**src/rtl/pci_parity_unit.sv**
```systemverilog
module pci_parity_unit #(
  parameter int AD_W  = 32,
  parameter int CBE_W = 4
) (
  input  logic             clk,
  input  logic             rst_n,
  input  logic [AD_W-1:0]  ad_in,
  input  logic [CBE_W-1:0] cbe_in,
  input  logic [1:0]       phase,
  input  logic             is_master,
  input  logic             par_in,
  input  logic             perr_in_n,
  input  logic             burst_end,
  input  logic             host_clr,
  output logic             par_out,
  output logic             par_oe,
  output logic             perr_n,
  output logic             serr_n,
  output logic             stat_det,
  output logic             stat_rpt,
  output logic             stat_sys,
  output logic             halt_req
);

  localparam logic [1:0] PH_ADDR = 2'b01;
  localparam logic [1:0] PH_RD   = 2'b10;
  localparam logic [1:0] PH_WR   = 2'b11;

  wire cur_par = ^{ad_in, cbe_in};
  wire is_addr = (phase == PH_ADDR);
  wire is_rd   = (phase == PH_RD);
  wire is_wr   = (phase == PH_WR);

  wire gen_now      = (is_addr & is_master) | (is_rd & ~is_master) | (is_wr & is_master);
  wire gen_data_now = gen_now & ~is_addr;
  wire chk_addr_now = is_addr & ~is_master;
  wire chk_data_now = (is_rd & is_master) | (is_wr & ~is_master);

  logic exp_q, chk_addr_q, chk_data_q, chk_mst_q;
  logic gen_data_q1, gen_data_q2, gen_mst_q1, gen_mst_q2;
  logic perr_q, serr_q, merr_q;

  wire mism     = (chk_addr_q | chk_data_q) & (par_in != exp_q);
  wire perr_hit = mism & chk_data_q;
  wire serr_hit = mism & chk_addr_q;
  wire rpt_hit  = gen_data_q2 & ~perr_in_n;
  wire merr_hit = (perr_hit & chk_mst_q) | (rpt_hit & gen_mst_q2);

  always_ff @(posedge clk or negedge rst_n) begin
    if (!rst_n) begin
      par_out     <= 1'b0;
      par_oe      <= 1'b0;
      exp_q       <= 1'b0;
      chk_addr_q  <= 1'b0;
      chk_data_q  <= 1'b0;
      chk_mst_q   <= 1'b0;
      gen_data_q1 <= 1'b0;
      gen_data_q2 <= 1'b0;
      gen_mst_q1  <= 1'b0;
      gen_mst_q2  <= 1'b0;
    end else begin
      par_out     <= cur_par;
      par_oe      <= gen_now;
      exp_q       <= cur_par;
      chk_addr_q  <= chk_addr_now;
      chk_data_q  <= chk_data_now;
      chk_mst_q   <= is_master;
      gen_data_q1 <= gen_data_now;
      gen_data_q2 <= gen_data_q1;
      gen_mst_q1  <= is_master;
      gen_mst_q2  <= gen_mst_q1;
    end
  end

  always_ff @(posedge clk or negedge rst_n) begin
    if (!rst_n) begin
      perr_q   <= 1'b0;
      serr_q   <= 1'b0;
      stat_det <= 1'b0;
      stat_rpt <= 1'b0;
      stat_sys <= 1'b0;
      merr_q   <= 1'b0;
      halt_req <= 1'b0;
    end else begin
      perr_q   <= perr_hit;
      serr_q   <= serr_hit;
      stat_det <= mism     | (stat_det & ~host_clr);
      stat_sys <= serr_hit | (stat_sys & ~host_clr);
      stat_rpt <= rpt_hit  | (stat_rpt & ~host_clr);
      merr_q   <= merr_hit | (merr_q & ~host_clr);
      halt_req <= (halt_req & ~host_clr) | (burst_end & merr_q);
    end
  end

  assign perr_n = ~perr_q;
  assign serr_n = ~serr_q;

  AST_OE_AFTER_GEN: assert property (@(posedge clk) disable iff (!rst_n)
    par_oe |-> (($past(phase) == PH_ADDR && $past(is_master)) ||
                ($past(phase) == PH_WR && $past(is_master)) ||
                ($past(phase) == PH_RD && !$past(is_master))));

  AST_PERR_FROM_DATA: assert property (@(posedge clk) disable iff (!rst_n)
    !perr_n |-> (($past(phase, 2) == PH_RD && $past(is_master, 2)) ||
                 ($past(phase, 2) == PH_WR && !$past(is_master, 2))));

  AST_SERR_FROM_ADDR: assert property (@(posedge clk) disable iff (!rst_n)
    !serr_n |-> ($past(phase, 2) == PH_ADDR && !$past(is_master, 2)));

  AST_PIN_SETS_STATUS: assert property (@(posedge clk) disable iff (!rst_n)
    (!perr_n || !serr_n) |-> stat_det);

  AST_SYS_WITH_SERR: assert property (@(posedge clk) disable iff (!rst_n)
    !serr_n |-> stat_sys);

  AST_HALT_AT_BURST_END: assert property (@(posedge clk) disable iff (!rst_n)
    $rose(halt_req) |-> $past(burst_end));

  AST_STICKY_CLEAR: assert property (@(posedge clk) disable iff (!rst_n)
    ($fell(stat_det) || $fell(stat_rpt) || $fell(halt_req)) |-> $past(host_clr));

endmodule

```
**config.mk**
```make
export PLATFORM = sky130hd
export DESIGN_NAME = pci_parity_unit
export DESIGN_NICKNAME = d
export VERILOG_FILES = /design/src/rtl/pci_parity_unit.sv
export SDC_FILE = /design/constraint.sdc
export NUM_CORES = 1
export LEC_CHECK = 0
export BUFFER_PORTS_ARGS = -buffer_cell sky130_fd_sc_hd__buf_2
export CORE_MARGIN = 2
export CORE_UTILIZATION = 44
export DETAILED_ROUTE_END_ITERATION = 7
export GPL_TIMING_DRIVEN = 0
export PLACE_DENSITY = 0.83
export SLEW_MARGIN = 30
export SYNTH_ARGS = -nofsm -noshare
export SYNTH_HDL_FRONTEND = slang
export SYNTH_SLANG_ARGS = --single-unit
```
**constraint.sdc**
```tcl
create_clock -name clk -period 2.3 [get_ports clk]
set_clock_uncertainty 0.15 [all_clocks]
set_input_delay 0 -clock clk [delete_from_list [all_inputs] [get_ports clk]]
set_output_delay 0 -clock clk [all_outputs]
set_load 0.02 [all_outputs]
```
==> run summary <==
Core region area -> 1750 µm²
DRT Pass-1 Iters -> 4
Yosys top cell area share -> 0.458
Worst path cell trace -> dlygate4sd3_1 > buf_2 > inv_1 > a22o_1 > dlygate4sd3_1
Post-Syn Nets -> 116
Vias -> 718
Post-synthesis mux area share -> 0
Crit-path max FO -> 5
Crit path kind -> primary input to register
Gpl congestion -> 0.714
PostCTS Resize Cnt -> 0
Clock tree sinks -> 15
Worst path max stage delay -> 560 ps
Routed Antenna Nets -> 0
Hold Crit Class -> primary input to register
Top-Level Pins -> 53
Layout area overhead -> 53.6%
Clock transition at path regs -> 90 ps
Combinational share of power -> 0.430
Synthesis Warnings -> 0
First-pass GRT wire length -> 2.61 mm
Peak supply drop -> 0.382 mV
DRT Wirelength -> 1.66 mm
Synthesized area -> 820 µm²
Leak -> 0.639 nW
Switching part of the total -> 0.305
Non-Filler Instances -> 164
Area post-placement -> 1110 µm²
DR DRC count -> 0
Outcome -> finished, final reports clean
Fmax -> 684 MHz
Worst slew pin tran -> 626 ps
Largest net degree at the start of global routing -> 16
Max Cap Viol -> 0
Die area -> 2220 µm²
Post-synthesis sequential area ratio -> 0.458
Simple-Gate Fraction of Synth Area -> 0.0641
Largest family of logic cells by synthesized area -> XOR/XNOR gates
Synth Register Bits -> 15
Clock Path Buffers -> 2
Initial antenna violation count -> 0
Drt initial violations -> 4
R2R depth -> 2
Filler Cell Count -> 135
Post-Syn Area per Cell -> 11.5 µm²
Global Route Usage Sum -> 0.170
Post-Synth XOR/XNOR Area -> 0.402
Hold depth -> 5
Cell Int Power -> 0.000573 W
Yosys top cell by area -> dfrtp_1
Initial cell density of the core -> 0.470
Relative slew slack -> 0.581
Netlist cell types -> 15
Clock power share -> 0.173
Die H -> 47.2 µm
Via/cell ratio -> 4.38
Endpoint class of the critical path -> register
Placed cells -> 148
Port Buf Inserts -> 52
DR WL/cell -> 10.1 µm
Slowest-stage cell, CP -> dlygate4sd3_1
Site Rows -> 15
Startpoint types -> primary input
Cell at the root of the clock tree -> clkbuf_4
DP Wirelength -> 1.29 mm
Vias in the first global route -> 711
Finished Cell Area -> 1260 µm²
Tcrit/Tclk final -> 0.636
Sequential share of power -> 0.397
Final Hold Viols -> 0
Worst EP required -> 2310 ps
Endpoints failing setup -> 0
Ant diodes -> 0
Post-layout nets -> 185
H-Tree Depth -> 1
RSZ-0062 raised after global routing -> no
Post-Synth Adder-Cell Area -> 0
Power per cell area -> 655 nW/µm²
Final setup TNS -> 0 ps
Max-slew violation count -> 0
Synth top area cells -> dfrtp_1, xnor2_1, xor2_1, xnor3_1, inv_1
Final min period -> 1460 ps
Minimum hold slack -> 105 ps
Critical Path AT -> 1480 ps
Die Width -> 47.2 µm
Compound-Gate Fraction of Synth Area -> 0.0534
Net switching power -> 0.000251 W
Setup WS pre-CTS -> 837 ps
Share of cells above drive strength 1 -> 0.403
TritonCTS clock tree -> done
CTS Buf Count -> 3
Final WS setup -> 837 ps
Post-Synthesis Cells -> 71
Worst skew pair latency -> 280 ps
Gr ovfl total -> 0
Crit path top cell by count -> dlygate4sd3_1
[through the flow]
step,utilization,power [W]
finish,0.721,0.000824
global route,0.721,0.000880
CTS,0.721,0.000834
detailed placement,0.637,0.000669
global placement,0.637,0.000659
floorplan,-,0.000569
[final cells by class]
class,count,area [µm²],share of cell area
Tap cell,25,31.3,0.0249
Clock inverter,1,5.00,0.00398
Inverter,5,18.8,0.0149
Clock buffer,3,22.5,0.0179
Multi-Input combinational cell,51,425,0.338
Sequential cell,15,375,0.298
Timing Repair Buffer,64,380,0.302
[power by group through the flow]
stage | Sequential, W | Combinational, W | Clock [W]
6_report | 0.000327 | 0.000355 | 0.000142
5_1_grt | 0.000331 | 0.000389 | 0.000160
4_1_cts | 0.000328 | 0.000358 | 0.000149
3_5_place_dp | 0.000333 | 0.000336 | 0
3_3_place_gp | 0.000329 | 0.000330 | 0
2_1_floorplan | 0.000360 | 0.000209 | 0
[worst paths after layout]
| path | start | end | slack (ps) |
|---|---|---|---|
| max in group asynchronous | rst_n | serr_q | 930 |
| setup reg to reg | halt_req | halt_req | 870 |
| min in group asynchronous | rst_n | halt_req | 660 |
| setup / recovery | host_clr | halt_req | 840 |
| hold / removal | ad_in[23] | exp_q | 110 |
| hold reg to reg | gen_data_q1 | gen_data_q2 | 220 |
[Yosys cell counts (all sizes together)]
library cell and count:
xnor2 30, dfrtp 15, inv 5, xor2 5
nand2 4, and2 2, nor3b 2, a211o 1
a21o 1, a221o 1, a22o 1, nor2 1
nor2b 1, o2bb2ai 1, xnor3 1
[logic make-up (layout without fill, tap and decap cells)]
logic type / Yosys count / after routing
compound gates: 5 / 5
flops: 15 / 15
buf+inv: 5 / 73
xor+xnor: 36 / 36
simple gates: 10 / 10
[per-layer routing]
layer	vias to the layer above	routed length [µm]	GRT usage
met1	333	558	0.154
li1	358	-	-
met2	27	1030	0.362
met4	0	0	0.0667
met3	0	75	0.0231
met5	-	0	0
[repair_timing]
item                                   4_1_cts  5_1_grt
setup buffers                                0        0
endpoints found under the hold margin       26        0
hold buffers                                12        0
[worst max-delay path, delay by kind of cell]
family	cells	cell delay, ps
AO/OA/AOI/OAI	1	220
buffers and inverters	4	1260
[layout by cell type (no fill, tap or decap)]
master	instances
nor2b_1	1
buf_2	52
xnor2_1	30
nand2_1	4
a221o_1	1
xnor3_1	1
o2bb2ai_1	1
a22o_1	1
clkbuf_4	3
nor3b_1	2
dlygate4sd3_1	12
a21o_1	1
clkinv_2	1
inv_1	5
nor2_1	1
xor2_1	5
and2_1	2
dfrtp_1	15
a211o_1	1
Power figures use the tool's default switching activity.
